===== config.mk =====
export PLATFORM = sky130hd
export DESIGN_NAME = regbank_cmd_bridge
export DESIGN_NICKNAME = d
export VERILOG_FILES = /design/src/rtl/rcb_pkg.sv /design/src/rtl/rcb_rst_sync.sv /design/src/rtl/rcb_cmd_decode.sv /design/src/rtl/rcb_access_seq.sv /design/src/rtl/rcb_intr_ovr.sv /design/src/rtl/regbank_cmd_bridge.sv
export SDC_FILE = /design/constraint.sdc
export NUM_CORES = 1
export LEC_CHECK = 0
export BUFFER_PORTS_ARGS = -buffer_cell sky130_fd_sc_hd__buf_2
export CORE_MARGIN = 1
export CORE_UTILIZATION = 40
export CTS_BUF_LIST = sky130_fd_sc_hd__clkbuf_4
export DETAILED_ROUTE_END_ITERATION = 16
export PLACE_DENSITY = 0.86
export SLEW_MARGIN = 40
export SYNTH_ARGS = -nofsm -noshare
export SYNTH_HDL_FRONTEND = slang
export SYNTH_SLANG_ARGS = --single-unit

===== constraint.sdc =====
create_clock -name clk -period 3.2 [get_ports clk]
set_clock_uncertainty 0.05 [all_clocks]
set_input_delay 0.32 -clock clk [delete_from_list [all_inputs] [get_ports clk]]
set_output_delay 0.32 -clock clk [all_outputs]
set_load 0.03 [all_outputs]

===== src/rtl/rcb_pkg.sv =====
package rcb_pkg;

  localparam int WORD_W     = 64;
  localparam int BYTE_W     = 8;
  localparam int OP_W       = 3;
  localparam int SEL_W      = 3;
  localparam int NUM_SEL    = 1 << SEL_W;
  localparam int ENG_ADDR_W = SEL_W + 1;

  // command word field positions (decoded by software, so fixed)
  localparam int BUSY_BIT = 63;
  localparam int OP_LO    = 57;
  localparam int RD_BIT   = 56;
  localparam int SEL_LO   = 32;

  // interrupt / override register bit positions
  localparam int IEN_BIT  = 6;
  localparam int OSDA_BIT = 8;
  localparam int OSCL_BIT = 9;

  localparam logic [OP_W-1:0] OP_EXT = 3'b110;
  localparam logic [OP_W-1:0] OP_DIV = 3'b100;

  localparam int SEL_DATA  = 1;
  localparam int SEL_CTRL  = 2;
  localparam int SEL_CLKST = 3;
  localparam int SEL_RESET = 7;

  localparam logic [ENG_ADDR_W-1:0] DIV_ADDR = ENG_ADDR_W'(1 << SEL_W);
  localparam logic [BYTE_W-1:0]     IDLE_CODE = 8'hF8;

  typedef struct packed {
    logic              rd;
    logic [OP_W-1:0]   op;
    logic [SEL_W-1:0]  sel;
    logic [BYTE_W-1:0] data;
  } cmd_t;

endpackage


===== src/rtl/rcb_rst_sync.sv =====
module rcb_rst_sync #(
  parameter int STAGES = 2
) (
  input  logic clk,
  input  logic rst_n,
  output logic rst_sync_n
);

  logic [STAGES-1:0] chain_q;

  always_ff @(posedge clk or negedge rst_n) begin
    if (!rst_n) begin
      chain_q <= '0;
    end else begin
      chain_q <= {chain_q[STAGES-2:0], 1'b1};
    end
  end

  assign rst_sync_n = chain_q[STAGES-1];

endmodule


===== src/rtl/rcb_cmd_decode.sv =====
module rcb_cmd_decode
  import rcb_pkg::*;
(
  input  cmd_t                  cmd_i,
  output logic                  legal_o,
  output logic [ENG_ADDR_W-1:0] eng_addr_o
);

  logic [NUM_SEL-1:0] rd_ok;
  logic [NUM_SEL-1:0] wr_ok;

  // per-selector permission table
  for (genvar g = 0; g < NUM_SEL; g++) begin : g_sel
    localparam bit READABLE = (g == SEL_DATA) || (g == SEL_CTRL) || (g == SEL_CLKST);
    localparam bit WRITABLE = READABLE || (g == SEL_RESET);
    assign rd_ok[g] = READABLE;
    assign wr_ok[g] = WRITABLE;
  end

  logic is_ext;
  logic is_div;
  logic sel_ok;

  always_comb begin
    is_ext  = (cmd_i.op == OP_EXT);
    is_div  = (cmd_i.op == OP_DIV);
    sel_ok  = cmd_i.rd ? rd_ok[cmd_i.sel] : wr_ok[cmd_i.sel];
    legal_o = is_div || (is_ext && sel_ok);
    if (is_div) begin
      eng_addr_o = DIV_ADDR;
    end else begin
      eng_addr_o = {1'b0, cmd_i.sel};
    end
  end

endmodule


===== src/rtl/rcb_access_seq.sv =====
module rcb_access_seq #(
  parameter int LAT = 4
) (
  input  logic clk,
  input  logic rst_n,
  input  logic start_i,
  output logic busy_o,
  output logic last_o
);

  localparam int CNT_W = (LAT > 2) ? $clog2(LAT) : 1;
  localparam logic [CNT_W-1:0] LAST_CNT = CNT_W'(LAT - 1);

  logic             busy_q, busy_d;
  logic [CNT_W-1:0] cnt_q, cnt_d;
  logic             seq_en;

  always_comb begin
    busy_d = busy_q;
    cnt_d  = cnt_q;
    if (start_i) begin
      busy_d = 1'b1;
      cnt_d  = '0;
    end else if (busy_q) begin
      if (cnt_q == LAST_CNT) begin
        busy_d = 1'b0;
      end else begin
        cnt_d = cnt_q + 1'b1;
      end
    end
  end

  assign seq_en = start_i || busy_q;

  always_ff @(posedge clk or negedge rst_n) begin
    if (!rst_n) begin
      busy_q <= 1'b0;
      cnt_q  <= '0;
    end else if (seq_en) begin
      busy_q <= busy_d;
      cnt_q  <= cnt_d;
    end
  end

  assign busy_o = busy_q;
  assign last_o = busy_q && (cnt_q == LAST_CNT);

endmodule


===== src/rtl/rcb_intr_ovr.sv =====
module rcb_intr_ovr
  import rcb_pkg::*;
(
  input  logic              clk,
  input  logic              rst_n,
  input  logic              wr_i,
  input  logic [WORD_W-1:0] wdata_i,
  input  logic [BYTE_W-1:0] status_i,
  output logic              irq_o,
  output logic              ovr_scl_o,
  output logic              ovr_sda_o,
  output logic [WORD_W-1:0] rdata_o
);

  logic ien_q, scl_q, sda_q;
  logic irq_q, irq_d;

  always_ff @(posedge clk or negedge rst_n) begin
    if (!rst_n) begin
      ien_q <= 1'b0;
      scl_q <= 1'b0;
      sda_q <= 1'b0;
    end else if (wr_i) begin
      ien_q <= wdata_i[IEN_BIT];
      scl_q <= wdata_i[OSCL_BIT];
      sda_q <= wdata_i[OSDA_BIT];
    end
  end

  always_comb begin
    irq_d = ien_q && (status_i != IDLE_CODE);
  end

  always_ff @(posedge clk or negedge rst_n) begin
    if (!rst_n) begin
      irq_q <= 1'b0;
    end else begin
      irq_q <= irq_d;
    end
  end

  always_comb begin
    rdata_o           = '0;
    rdata_o[IEN_BIT]  = ien_q;
    rdata_o[OSCL_BIT] = scl_q;
    rdata_o[OSDA_BIT] = sda_q;
  end

  assign irq_o     = irq_q;
  assign ovr_scl_o = scl_q;
  assign ovr_sda_o = sda_q;

endmodule


===== src/rtl/regbank_cmd_bridge.sv =====
module regbank_cmd_bridge
  import rcb_pkg::*;
#(
  parameter int              ADDR_W  = 5,
  parameter logic [ADDR_W-1:0] CMD_OFS = 5'h00,
  parameter logic [ADDR_W-1:0] INT_OFS = 5'h10,
  parameter int              LAT     = 4
) (
  input  logic              clk,
  input  logic              rst_n,
  input  logic              host_wr_en,
  input  logic [ADDR_W-1:0] host_addr,
  input  logic [63:0]       host_wdata,
  output logic [63:0]       host_rdata,
  output logic              eng_wr,
  output logic              eng_is_read,
  output logic [3:0]        eng_addr,
  output logic [7:0]        eng_wdata,
  input  logic [7:0]        eng_rdata,
  input  logic [7:0]        eng_status,
  output logic              irq,
  output logic              ovr_scl,
  output logic              ovr_sda
);

  logic rst_q_n;

  rcb_rst_sync #(.STAGES(2)) u_rst (
    .clk        (clk),
    .rst_n      (rst_n),
    .rst_sync_n (rst_q_n)
  );

  // host write decode
  logic cmd_hit, int_hit, start;
  logic busy, last;

  assign cmd_hit = host_wr_en && (host_addr == CMD_OFS);
  assign int_hit = host_wr_en && (host_addr == INT_OFS);
  assign start   = cmd_hit && host_wdata[BUSY_BIT] && !busy;

  rcb_access_seq #(.LAT(LAT)) u_seq (
    .clk     (clk),
    .rst_n   (rst_q_n),
    .start_i (start),
    .busy_o  (busy),
    .last_o  (last)
  );

  // command register: next-state and storage
  cmd_t cmd_q, cmd_d, cmd_in;
  logic cmd_en;
  logic legal;
  logic [ENG_ADDR_W-1:0] dec_addr;

  always_comb begin
    cmd_in.rd   = host_wdata[RD_BIT];
    cmd_in.op   = host_wdata[OP_LO +: OP_W];
    cmd_in.sel  = host_wdata[SEL_LO +: SEL_W];
    cmd_in.data = host_wdata[BYTE_W-1:0];
  end

  rcb_cmd_decode u_dec (
    .cmd_i      (cmd_q),
    .legal_o    (legal),
    .eng_addr_o (dec_addr)
  );

  always_comb begin
    cmd_d  = cmd_q;
    cmd_en = 1'b0;
    if (start) begin
      cmd_d  = cmd_in;
      cmd_en = 1'b1;
    end else if (last && cmd_q.rd) begin
      cmd_d.data = legal ? eng_rdata : '0;
      cmd_en     = 1'b1;
    end
  end

  always_ff @(posedge clk or negedge rst_q_n) begin
    if (!rst_q_n) begin
      cmd_q <= '0;
    end else if (cmd_en) begin
      cmd_q <= cmd_d;
    end
  end

  // controller register port
  assign eng_addr    = dec_addr;
  assign eng_wdata   = cmd_q.data;
  assign eng_wr      = last && !cmd_q.rd && legal;
  assign eng_is_read = busy && cmd_q.rd;

  // interrupt and line overrides
  logic [WORD_W-1:0] int_rdata;

  rcb_intr_ovr u_int (
    .clk       (clk),
    .rst_n     (rst_q_n),
    .wr_i      (int_hit),
    .wdata_i   (host_wdata),
    .status_i  (eng_status),
    .irq_o     (irq),
    .ovr_scl_o (ovr_scl),
    .ovr_sda_o (ovr_sda),
    .rdata_o   (int_rdata)
  );

  // readback mux
  logic [WORD_W-1:0] cmd_rdata;

  always_comb begin
    cmd_rdata                      = '0;
    cmd_rdata[BUSY_BIT]            = busy;
    cmd_rdata[OP_LO +: OP_W]       = cmd_q.op;
    cmd_rdata[RD_BIT]              = cmd_q.rd;
    cmd_rdata[SEL_LO +: SEL_W]     = cmd_q.sel;
    cmd_rdata[BYTE_W-1:0]          = cmd_q.data;
  end

  always_comb begin
    if (host_addr == CMD_OFS) begin
      host_rdata = cmd_rdata;
    end else if (host_addr == INT_OFS) begin
      host_rdata = int_rdata;
    end else begin
      host_rdata = '0;
    end
  end

endmodule


==> impl_metrics.csv, run 1 <==
group,metric,value,unit
floorplanning,rows,23,
worst_setup_path,critical_path.reg2reg.endpoint,"eng_wdata[2]$_DFFE_PN0P_",
worst_setup_path,cp_data_arrival_time,1.86,ns
worst_setup_path,crit-reg2reg-launch,"u_seq.busy_o$_DFFE_PN0P_",
power_and_ir_drop,p_per_area,473.9,nW/um^2
worst_setup_path,worst-r2r-setup-slack,1.48,ns
sta,grt_setup_unrepaired,"no",
sta,timing.setup.tns,0,ns
route,detail_route.wl_per_cell,11.60,um
synth,yosysUniqueCellTypes,33,
outcome,status,"completed",
sta,final_hold_slack,0.1409,ns
cts,tritoncts_num_sinks,24,
route,detail-route-antenna-nets,0,
route,drc,0,
cts,path_clk_slew,0.14,ns
global_routing,track_usage,0.1466,
worst_setup_path,timing.critical_path.from_type,"primary input",
sta,timing.max_slew.rel_slack,0.6597,
sta,max_slew.worst_pin.slew,0.5105,ns
sta,hold_viol_final,0,
route,route.vias.total,1292,
global_routing,first_global_vias,1050,
worst_setup_path,cells_along_the_critical_path,"buf_2 > or4_1 > nor2_2 > and2_1 > buf_2",
synth,synthesis.area,1665,sq um
sta,fin_crit,2.233,ns
power_and_ir_drop,peakVddDrop,174.5,uV
place,gp_routability_congestion,0.7295,
worst_setup_path,worst-r2r-cell-count,4,
global_routing,grt_antenna_before_repair,0,
cts,cts_tree,"yes",
global_routing,grt_start_max_net_pins,23,
global_routing,gr-total-overflow,0,
floorplanning,floorplan.io_pins,169,
layout,antenna-diode-count,0,
worst_setup_path,cpMostUsedCell,"buf_2",
cts,insertion_delay,0.31,ns
sta,maxClockFrequency,447.8,MHz
sta,report.final.setup_viol,0,
worst_setup_path,timing.critical_path.slowest_stage_cell,"or4_1",
synth,post_syn_area_per_cell,9.304,sq um
worst_setup_path,required,2.83,ns
place,detailed_place_hpwl,2628,um
global_routing,global_route.usage.met1,0.1848,
place,placement.io_buffers,76,
layout,finish.net_count,333,
hold_path,hold_path_end,"cmd_q[13]$_DFFE_PN0P_",
global_routing,grt_util_met2,0.2538,
floorplanning,die_h,66.53,um
cts,tritoncts.num_buffers,3,
worst_setup_path,critical_path_class,"primary input to output pin",
hold_path,worst_hold_startpoint,"host_wdata[59]",
floorplanning,floorplan.initialDensity,0.4163,
synth,yosysSeqAreaShare,0.3606,
layout,layout-drive-gt1-share,0.3951,
global_routing,grt_first_pass_wirelength,4830,um
route,drt-vias-per-instance,4.410,
route,drtIter0Drc,83,
layout,layout-area-overhead-vs-synth,10.97,%
route,detail_route.wirelength,3399,um
cts,cts.htree.levels,1,
worst_setup_path,crit_path_start,"host_addr[3]",
cts,clk_path_buf_depth,2,
global_routing,grt.met3_usage,0.02911,
sta,timing.final.max_slew_violations,0,
worst_setup_path,cp_top_family,"simple AND/OR/NAND/NOR gates",
synth,netlist_instances,179,
route,drt_first_pass_iters,4,
cts,postCtsResizedCells,0,
worst_setup_path,cp_num_buf_inv,2,
worst_setup_path,critical_path_fanouts_max,11,
sta,final_min_period_over_clock_period,0.6979,
worst_setup_path,critPathMaxStageDelay,0.65,ns
floorplanning,die_width,66.53,um
hold_path,class_of_the_tightest_hold_or_removal_check,"primary input to flop",
power_and_ir_drop,leakagePower,0.001098,uW
global_routing,busiest_layer,"met2",
synth,yosys_register_bits,24,
floorplanning,design.die.area,4426,sq um
flow_run,drv.max_cap_violation_count,0,
hold_path,min_path_cells,3,
cts,cts_root_buf,"clkbuf_4",
worst_setup_path,worstSetupEndpointType,"output pin",
floorplanning,core,4000,sq um
synth,yosysWarnings,0,
==> synth_stat cells, drive strengths merged <==
master	n	area (sq um)
inv	6	22.52
o21ai	7	35.03
buf	60	452.9
or4	1	7.510
nand3	5	25.02
a21oi	1	5.000
nor3	5	25.02
clkbuf	2	17.51
nor4bb	1	16.27
nand4	1	6.260
dfrtp	24	600.6
and3	10	68.82
nor4	1	21.27
ha	1	12.51
or4b	1	10.01
nand2b	4	25.02
o21ba	1	10.01
o2111a	1	11.26
and2	12	76.33
o21a	1	7.510
a221o	8	80.08
nor2	5	21.27
mux2	3	33.78
a211oi	1	7.510
nand2	15	58.81
conb	2	7.510
==> cells by family (layout without fill, tap and decap cells) <==
logic type | after synthesis | after routing | synth area share
fa+ha+maj | 1 | 1 | 0.007512
flops | 24 | 24 | 0.3606
simple gates | 61 | 61 | 0.2171
mux | 3 | 3 | 0.02028
buf+inv | 68 | 87 | 0.2960
other cells | 2 | 47 | 0.004510
compound gates | 20 | 20 | 0.09391
==> flip-flops by register name (all words and copies together), names as in the netlist <==
signal	flops
cmd_q	7
eng_wdata	8
u_int.ien_q	1
u_int.irq_o	1
u_int.ovr_scl_o	1
u_int.ovr_sda_o	1
u_rst.chain_q	2
u_seq.busy_o	1
u_seq.cnt_q	2
==> what timing repair did <==
action | 4_1_cts | 5_1_grt
hold buffers | 1 | 0
endpoints found under the hold margin | 2 | 0
setup buffers | 0 | 0
==> worst reg2reg max path: stages (launching register included) <==
cell and delay (ns):
dfrtp_1 0.46, nor4bb_2 0.35, nand2_2 0.24, and3_2 0.27, a221o_1 0.26
==> worst max-delay path by stage <==
| stage | end | slack, ns | depth (start not counted) |
|---|---|---|---|
| finish | host_rdata[57] | 0.97 | 5 |
| global route | host_rdata[57] | 0.89 | 5 |
| CTS | host_rdata[57] | 0.94 | 5 |
| detailed placement | host_rdata[57] | 0.95 | 5 |
| global placement | host_rdata[63] | 0.97 | 5 |
| floorplan | host_rdata[32] | 1.19 | 3 |
==> layout make-up <==
cell class                      count  area (sq um)
Clock buffer                        4         30.03
Inverter                            6         22.52
Timing Repair Buffer               77         390.4
Tap cell                           50         62.56
Multi-Input combinational cell    132         740.7
Fill cell                         424          2152
Sequential cell                    24         601.8
==> per-layer routing <==
layer	up-vias	part of all wire
li1	626	-
met1	597	0.42
met2	67	0.50
met3	2	0.076
met4	0	0.0024
met5	-	0
==> power breakdown <==
group | switching [uW] | internal (uW)
Sequential | 42.4 | 359
Combinational | 225 | 103
Clock | 89.0 | 57.0
Total | 356 | 520
==> cells in the final DEF (no fill, tap or decap) <==
| master | n |
|---|---|
| buf_2 | 76 |
| conb_1 | 47 |
| dfrtp_1 | 23 |
| nand2_1 | 14 |
| and2_1 | 11 |
| a221o_1 | 8 |
| o21ai_0 | 7 |
| inv_1 | 6 |
| nor3_1 | 5 |
| and3_2 | 5 |
| nand3_1 | 5 |
| and3_1 | 5 |
| nand2b_1 | 4 |
| nor2_1 | 4 |
| clkbuf_4 | 4 |
| mux2_2 | 3 |
| or4_1 | 1 |
| nor2_2 | 1 |
| nor4_4 | 1 |
| a211oi_1 | 1 |
| a21oi_1 | 1 |
| o2111a_1 | 1 |
| nand4_1 | 1 |
| or4b_2 | 1 |
| o21a_1 | 1 |
| nor4bb_2 | 1 |
| and2_2 | 1 |
| o21ba_2 | 1 |
| nand2_2 | 1 |
| ha_1 | 1 |
| dlygate4sd3_1 | 1 |
| dfrtp_2 | 1 |
==> stage by stage <==
stage	instance area, sq um	power (uW)	setup WS [ns]	std cells	utilization
2_1_floorplan	1834	710.7	1.195	224	-
3_3_place_gp	1807	722.8	0.9733	288	0.4517
3_5_place_dp	1808	735.0	0.9469	288	0.4520
4_1_cts	1848	882.8	0.9448	293	0.4620
5_1_grt	1848	928.2	0.8905	293	0.4620
6_report	1848	875.9	0.9666	293	0.4620
Power figures use the tool's default switching activity.
==> run 2, diff against run 1 <==
--- a/config.mk
+++ b/config.mk
@@ -7,10 +7,10 @@
 export LEC_CHECK = 0
 export BUFFER_PORTS_ARGS = -buffer_cell sky130_fd_sc_hd__buf_2
 export CORE_MARGIN = 1
-export CORE_UTILIZATION = 40
+export CORE_UTILIZATION = 37
 export CTS_BUF_LIST = sky130_fd_sc_hd__clkbuf_4
 export DETAILED_ROUTE_END_ITERATION = 16
-export PLACE_DENSITY = 0.86
+export PLACE_DENSITY = 0.8
 export SLEW_MARGIN = 40
 export SYNTH_ARGS = -nofsm -noshare
 export SYNTH_HDL_FRONTEND = slang
==> constraint.sdc (replaced) <==
create_clock -name clk -period 2.1 [get_ports clk]
set_clock_uncertainty 0.05 [all_clocks]
set_input_delay 0.21 -clock clk [delete_from_list [all_inputs] [get_ports clk]]
set_output_delay 0.21 -clock clk [all_outputs]
set_load 0.03 [all_outputs]
==> run 2 against run 1 <==
Count of clock-buffer cells in the layout fell by 1. Core utilization fell by 2.4 points. Sequential power rose by 52%. Non-clock buffer count rose by 4. Clock power rose by 130%. Total power rose by 66%. Global-route usage fell by 0.66 points. Critical path type is now flop to output pin. Routed wire length rose by 1.0%. Register-to-register slack got worse by 1.1 ns. Highest routed layer unchanged. Final cell count rose by 2.0%.
==> impl_metrics.csv, run 2 (synthesis gave the netlist of run 1 again) <==
group,metric,value,unit
outcome,status,"completed",
worst_setup_path,cells_along_the_critical_path,"nand2b_1 > a211oi_1 > o2111a_1 > buf_2",
global_routing,first_global_vias,1196,
power_and_ir_drop,peakVddDrop,424.5,uV
global_routing,grt_start_max_net_pins,23,
layout,fin_cells,299,
global_routing,global_route.usage.met1,0.1668,
layout,sequential_cell_area,601.8,sq um
place,placement.io_buffers,76,
global_routing,track_usage,0.1400,
global_routing,gr-total-overflow,0,
power_and_ir_drop,p_per_area,761.4,nW/um^2
worst_setup_path,critPathMaxStageDelay,0.41,ns
global_routing,grt_antenna_before_repair,0,
place,post-place-cells,293,
floorplanning,floorplan.initialDensity,0.3825,
layout,layout-area-overhead-vs-synth,14.43,%
cts,path_clk_slew,0.14,ns
place,post-place-ws,0.3259,ns
route,drt_first_pass_iters,4,
worst_setup_path,worstSetupEndpointType,"output pin",
sta,fin_crit,1.951,ns
worst_setup_path,crit-reg2reg-launch,"u_seq.busy_o$_DFFE_PN0P_",
worst_setup_path,cp_top_family,"compound AO/OA/AOI/OAI gates",
worst_setup_path,required,1.84,ns
cts,clk_path_buf_depth,2,
sta,report.final.setup_viol,0,
cts,cts_tree,"yes",
worst_setup_path,crit_path_start,"cmd_q[11]$_DFFE_PN0P_",
sta,grt_setup_unrepaired,"no",
cts,insertion_delay,0.32,ns
layout,largest_reg_flops,8,
layout,fillers,440,
cts,tritoncts_num_sinks,24,
floorplanning,die_h,69.09,um
cts,cts_root_buf,"clkbuf_4",
power_and_ir_drop,leakagePower,0.001127,uW
layout,mostFrequentLayoutCell,"buf_2",
worst_setup_path,timing.critical_path.from_type,"flop",
worst_setup_path,worst-r2r-cell-count,4,
floorplanning,design.die.area,4773,sq um
global_routing,busiest_layer,"met2",
worst_setup_path,critical_path_class,"flop to output pin",
sta,maxClockFrequency,512.6,MHz
cts,tritoncts.num_buffers,3,
route,drt-vias-per-instance,4.401,
place,gp_routability_congestion,0.7413,
sta,timing.setup.tns,0,ns
route,drc,0,
cts,postCtsResizedCells,0,
worst_setup_path,cp_num_buf_inv,1,
route,detail_route.wl_per_cell,11.48,um
worst_setup_path,worst_setup_path_endpoint,"eng_wr",
floorplanning,die_width,69.09,um
flow_run,drv.max_cap_violation_count,0,
hold_path,class_of_the_tightest_hold_or_removal_check,"primary input to flop",
place,detailed_place_hpwl,2725,um
route,drtIter0Drc,59,
floorplanning,floorplan.io_pins,169,
sta,hold_viol_final,0,
global_routing,grt.met3_usage,0.04094,
sta,timing.final.max_slew_violations,0,
cts,cts.htree.levels,1,
worst_setup_path,cp.depth,4,
route,detail-route-antenna-nets,0,
global_routing,grt_util_met2,0.2557,
worst_setup_path,timing.critical_path.slowest_stage_cell,"dfrtp_1",
global_routing,grt_first_pass_wirelength,5444,um
worst_setup_path,worst-r2r-setup-slack,0.41,ns
worst_setup_path,critical_path_fanouts_max,3,
route,detail_route.wirelength,3434,um
worst_setup_path,cp_data_arrival_time,1.69,ns
floorplanning,core,4354,sq um
route,route.vias.total,1316,
floorplanning,rows,24,
sta,postLayoutSetupSlackWorst,0.1493,ns
layout,total_area_of_multi_input_combinational_cells,740.7,sq um
layout,finish.net_count,337,
layout,layout-drive-gt1-share,0.4008,
sta,final_min_period_over_clock_period,0.9289,
sta,final_hold_slack,0.02270,ns
worst_setup_path,critical_path.reg2reg.endpoint,"eng_wdata[2]$_DFFE_PN0P_",
layout,antenna-diode-count,0,
layout,final_cell_mix,"buf_2 (76), conb_1 (47), dfrtp_1 (23)",
==> run 2: cell types whose count changed in the layout (fill, tap and decap cells not counted), sizes merged <==
cell / change
clkbuf: -1
buf: +3
bufinv: +1
dlygate4sd3: +1
==> run 2: timing repair <==
item	4_1_cts	5_1_grt
hold buffers	1	1
hold endpoints to repair	2	1
buffers inserted	0	0
==> run 2: per-layer routing <==
| metal | routed length (um) | share of wire | vias up |
|---|---|---|---|
| met4 | 33 | 0.0096 | 0 |
| met1 | 1388 | 0.40 | 611 |
| met2 | 1789 | 0.52 | 62 |
| met3 | 223 | 0.065 | 4 |
| met5 | 0 | 0 | - |
| li1 | - | - | 639 |
==> run 2: worst min-delay path by stage <==
| stage | start | to | slack [ns] | cells past startpoint |
|---|---|---|---|---|
| floorplan | rst_n | u_rst.chain_q[0]$_DFF_PN0_ | -0.14 | 0 |
| global placement | rst_n | u_rst.chain_q[0]$_DFF_PN0_ | -0.05 | 1 |
| detailed placement | rst_n | u_rst.chain_q[0]$_DFF_PN0_ | -0.05 | 1 |
| CTS | host_wdata[59] | cmd_q[13]$_DFFE_PN0P_ | 0.02 | 3 |
| global route | host_wdata[34] | cmd_q[10]$_DFFE_PN0P_ | 0.01 | 3 |
| finish | host_wdata[57] | cmd_q[11]$_DFFE_PN0P_ | 0.02 | 3 |
==> run 2: cell type report <==
cell class              count  share of cell area
clock buffers               3             0.01182
clock inverters             1             0.01576
inverters                   6             0.01182
multi-input cells         132              0.3887
flip-flops and latches     24              0.3158
well taps                  52             0.03414
repair buffers             81              0.2219
==> run 2: worst register-to-register path, cell delays in order (launching register included) <==
cell and delay (ns):
dfrtp_1 0.47, nor4bb_2 0.34, nand2_2 0.22, and3_2 0.26, a221o_1 0.26
==> run 2: stage by stage <==
stage	instance area [sq um]	util	power, uW
finish	1906	0.4376	1451
global route	1906	0.4376	1551
CTS	1896	0.4353	1460
detailed placement	1833	0.4210	1117
global placement	1832	0.4207	1105
floorplan	1834	-	1083
==> run 2: power breakdown <==
group / internal (uW) / total, uW / switching, uW
sequential: 548 / 611 / 63.4
clock: 193 / 342 / 149
combinational: 158 / 498 / 340
total: 899 / 1450 / 552
==> run 3, diff against run 2 <==
==> constraint.sdc (replaced) <==
create_clock -name clk -period 2.05 [get_ports clk]
set_clock_uncertainty 0.05 [all_clocks]
set_input_delay 0.205 -clock clk [delete_from_list [all_inputs] [get_ports clk]]
set_output_delay 0.205 -clock clk [all_outputs]
set_load 0.03 [all_outputs]
==> run 3 against run 2 <==
Die area stayed put. Sequential power is 2% higher. Clock power is 35% lower. Register-to-register slack better by 0.02 ns. Sequential share of layout area is 0.55 points higher. Critical path depth stayed put. Combinational power is 3% higher. Via count is 0.84% higher. Global-route usage is 0.43 points lower. Core utilization is 0.75 points lower. Worst setup slack worse by 0.014 ns. Hold slack better by 0.0021 ns. Critical path type unchanged.
==> impl_metrics.csv, run 3 (synthesis gave the netlist of run 1 again) <==
group,metric,value,unit
outcome,status,"completed",
cts,postCtsResizedCells,0,
worst_setup_path,required,1.79,ns
place,post-place-ws,0.3009,ns
layout,layout-area-overhead-vs-synth,12.47,%
sta,timing.final.max_slew_violations,0,
layout,antenna-diode-count,0,
worst_setup_path,critical_path.reg2reg.endpoint,"eng_wdata[7]$_DFFE_PN0P_",
worst_setup_path,worst-r2r-setup-slack,0.43,ns
floorplanning,floorplan.initialDensity,0.3825,
global_routing,track_usage,0.1357,
worst_setup_path,worstSetupEndpointType,"output pin",
route,drt-vias-per-instance,4.453,
floorplanning,die_width,69.09,um
worst_setup_path,critPathMaxStageDelay,0.41,ns
sta,final_min_period_over_clock_period,0.9340,
sta,postLayoutSetupSlackWorst,0.1353,ns
power_and_ir_drop,p_per_area,726.2,nW/um^2
worst_setup_path,cp.depth,4,
worst_setup_path,cells_along_the_critical_path,"nand2b_1 > a211oi_1 > o2111a_1 > buf_2",
worst_setup_path,worst-r2r-cell-count,4,
floorplanning,core,4354,sq um
worst_setup_path,crit_path_start,"cmd_q[11]$_DFFE_PN0P_",
global_routing,gr-total-overflow,0,
worst_setup_path,timing.critical_path.slowest_stage_cell,"dfrtp_1",
route,detail-route-antenna-nets,0,
cts,cts_root_buf,"clkbuf_4",
sta,fin_crit,1.915,ns
flow_run,drv.max_cap_violation_count,0,
worst_setup_path,cp_top_family,"compound AO/OA/AOI/OAI gates",
sta,timing.setup.tns,0,ns
worst_setup_path,worst_setup_path_endpoint,"eng_wr",
cts,cts.htree.levels,1,
sta,final_hold_slack,0.02477,ns
global_routing,first_global_vias,1204,
route,drt_first_pass_iters,4,
power_and_ir_drop,peakVddDrop,315.0,uV
cts,path_clk_slew,0.13,ns
cts,cts_tree,"yes",
cts,tritoncts_num_sinks,24,
global_routing,grt_start_max_net_pins,23,
sta,grt_setup_unrepaired,"no",
route,detail_route.wl_per_cell,11.40,um
global_routing,grt_first_pass_wirelength,5292,um
global_routing,grt_antenna_before_repair,0,
hold_path,class_of_the_tightest_hold_or_removal_check,"primary input to flop",
layout,mostFrequentLayoutCell,"buf_2",
cts,tritoncts.num_buffers,3,
place,gp_routability_congestion,0.7434,
layout,finish.net_count,336,
floorplanning,design.die.area,4773,sq um
sta,report.final.setup_viol,0,
route,route.vias.total,1327,
floorplanning,die_h,69.09,um
worst_setup_path,crit-reg2reg-launch,"u_seq.cnt_q[0]$_DFFE_PN0P_",
worst_setup_path,critical_path_fanouts_max,3,
layout,fillers,429,
worst_setup_path,critical_path_class,"flop to output pin",
power_and_ir_drop,leakagePower,0.001113,uW
worst_setup_path,cp_num_buf_inv,1,
route,detail_route.wirelength,3397,um
layout,largest_reg_flops,8,
sta,hold_viol_final,0,
worst_setup_path,timing.critical_path.from_type,"flop",
cts,insertion_delay,0.31,ns
layout,final_cell_mix,"buf_2 (76), conb_1 (47), dfrtp_1 (23)",
route,drc,0,
floorplanning,rows,24,
place,detailed_place_hpwl,2658,um
cts,clk_path_buf_depth,2,
place,placement.io_buffers,76,
route,drtIter0Drc,34,
sta,maxClockFrequency,522.3,MHz
floorplanning,floorplan.io_pins,169,
layout,layout-drive-gt1-share,0.4024,
worst_setup_path,cp_data_arrival_time,1.66,ns
-- run 3: cell count changes in the layout (fill, tap and decap cells not counted) --
cell           delta
clkbuf_4          +1
dlygate4sd3_1     -1
bufinv_16         -1
-- run 3: worst reg2reg max path, stage by stage, from the launching register on --
cell	delay, ns
dfrtp_1	0.42
ha_1	0.23
nand3_1	0.25
o21ba_2	0.28
a221o_1	0.31
-- run 3: area by class of cell --
type	instances	area [sq um]	share of cell area
clock buffer	4	30.03	0.01603
sequential	24	601.8	0.3213
timing repair buffer	80	412.9	0.2204
tap	52	65.06	0.03474
inverter	6	22.52	0.01202
multi-input combinational	132	740.7	0.3955
-- run 3: where the power goes --
part           total (uW)  internal, uW  switching, uW
clock network         222          89.0            133
logic                 513           162            352
registers             625           561           63.8
total                1360           812            548
-- run 3: worst min-delay path by stage --
stage	cells after the start	from	endpoint
after floorplan	0	rst_n	u_rst.chain_q[0]$_DFF_PN0_
after global placement	1	rst_n	u_rst.chain_q[0]$_DFF_PN0_
after detailed placement	1	rst_n	u_rst.chain_q[0]$_DFF_PN0_
after CTS	3	host_wdata[57]	cmd_q[11]$_DFFE_PN0P_
after global routing	3	host_wdata[57]	cmd_q[11]$_DFFE_PN0P_
final	3	host_wdata[57]	cmd_q[11]$_DFFE_PN0P_
-- run 3: per-layer routing --
metal	share of wire	wire [um]	track usage
met5	0	0	0
met4	0.0018	6	0.02721
met3	0.076	257	0.02778
met2	0.51	1740	0.2535
met1	0.41	1392	0.1585
-- run 3: repair_timing --
item / in CTS / in global routing
hold buffers: 1 / 0
hold endpoints to repair: 2 / 0
buffers inserted: 0 / 0
-- run 3: stage by stage --
stage / util / cell area [sq um] / std cells / power (uW)
4_1_cts: 0.4302 / 1873 / 298 / 1378
3_5_place_dp: 0.4210 / 1833 / 293 / 1146
3_3_place_gp: 0.4207 / 1832 / 293 / 1131
5_1_grt: 0.4302 / 1873 / 298 / 1445
6_report: 0.4302 / 1873 / 298 / 1360
2_1_floorplan: - / 1834 / 224 / 1109
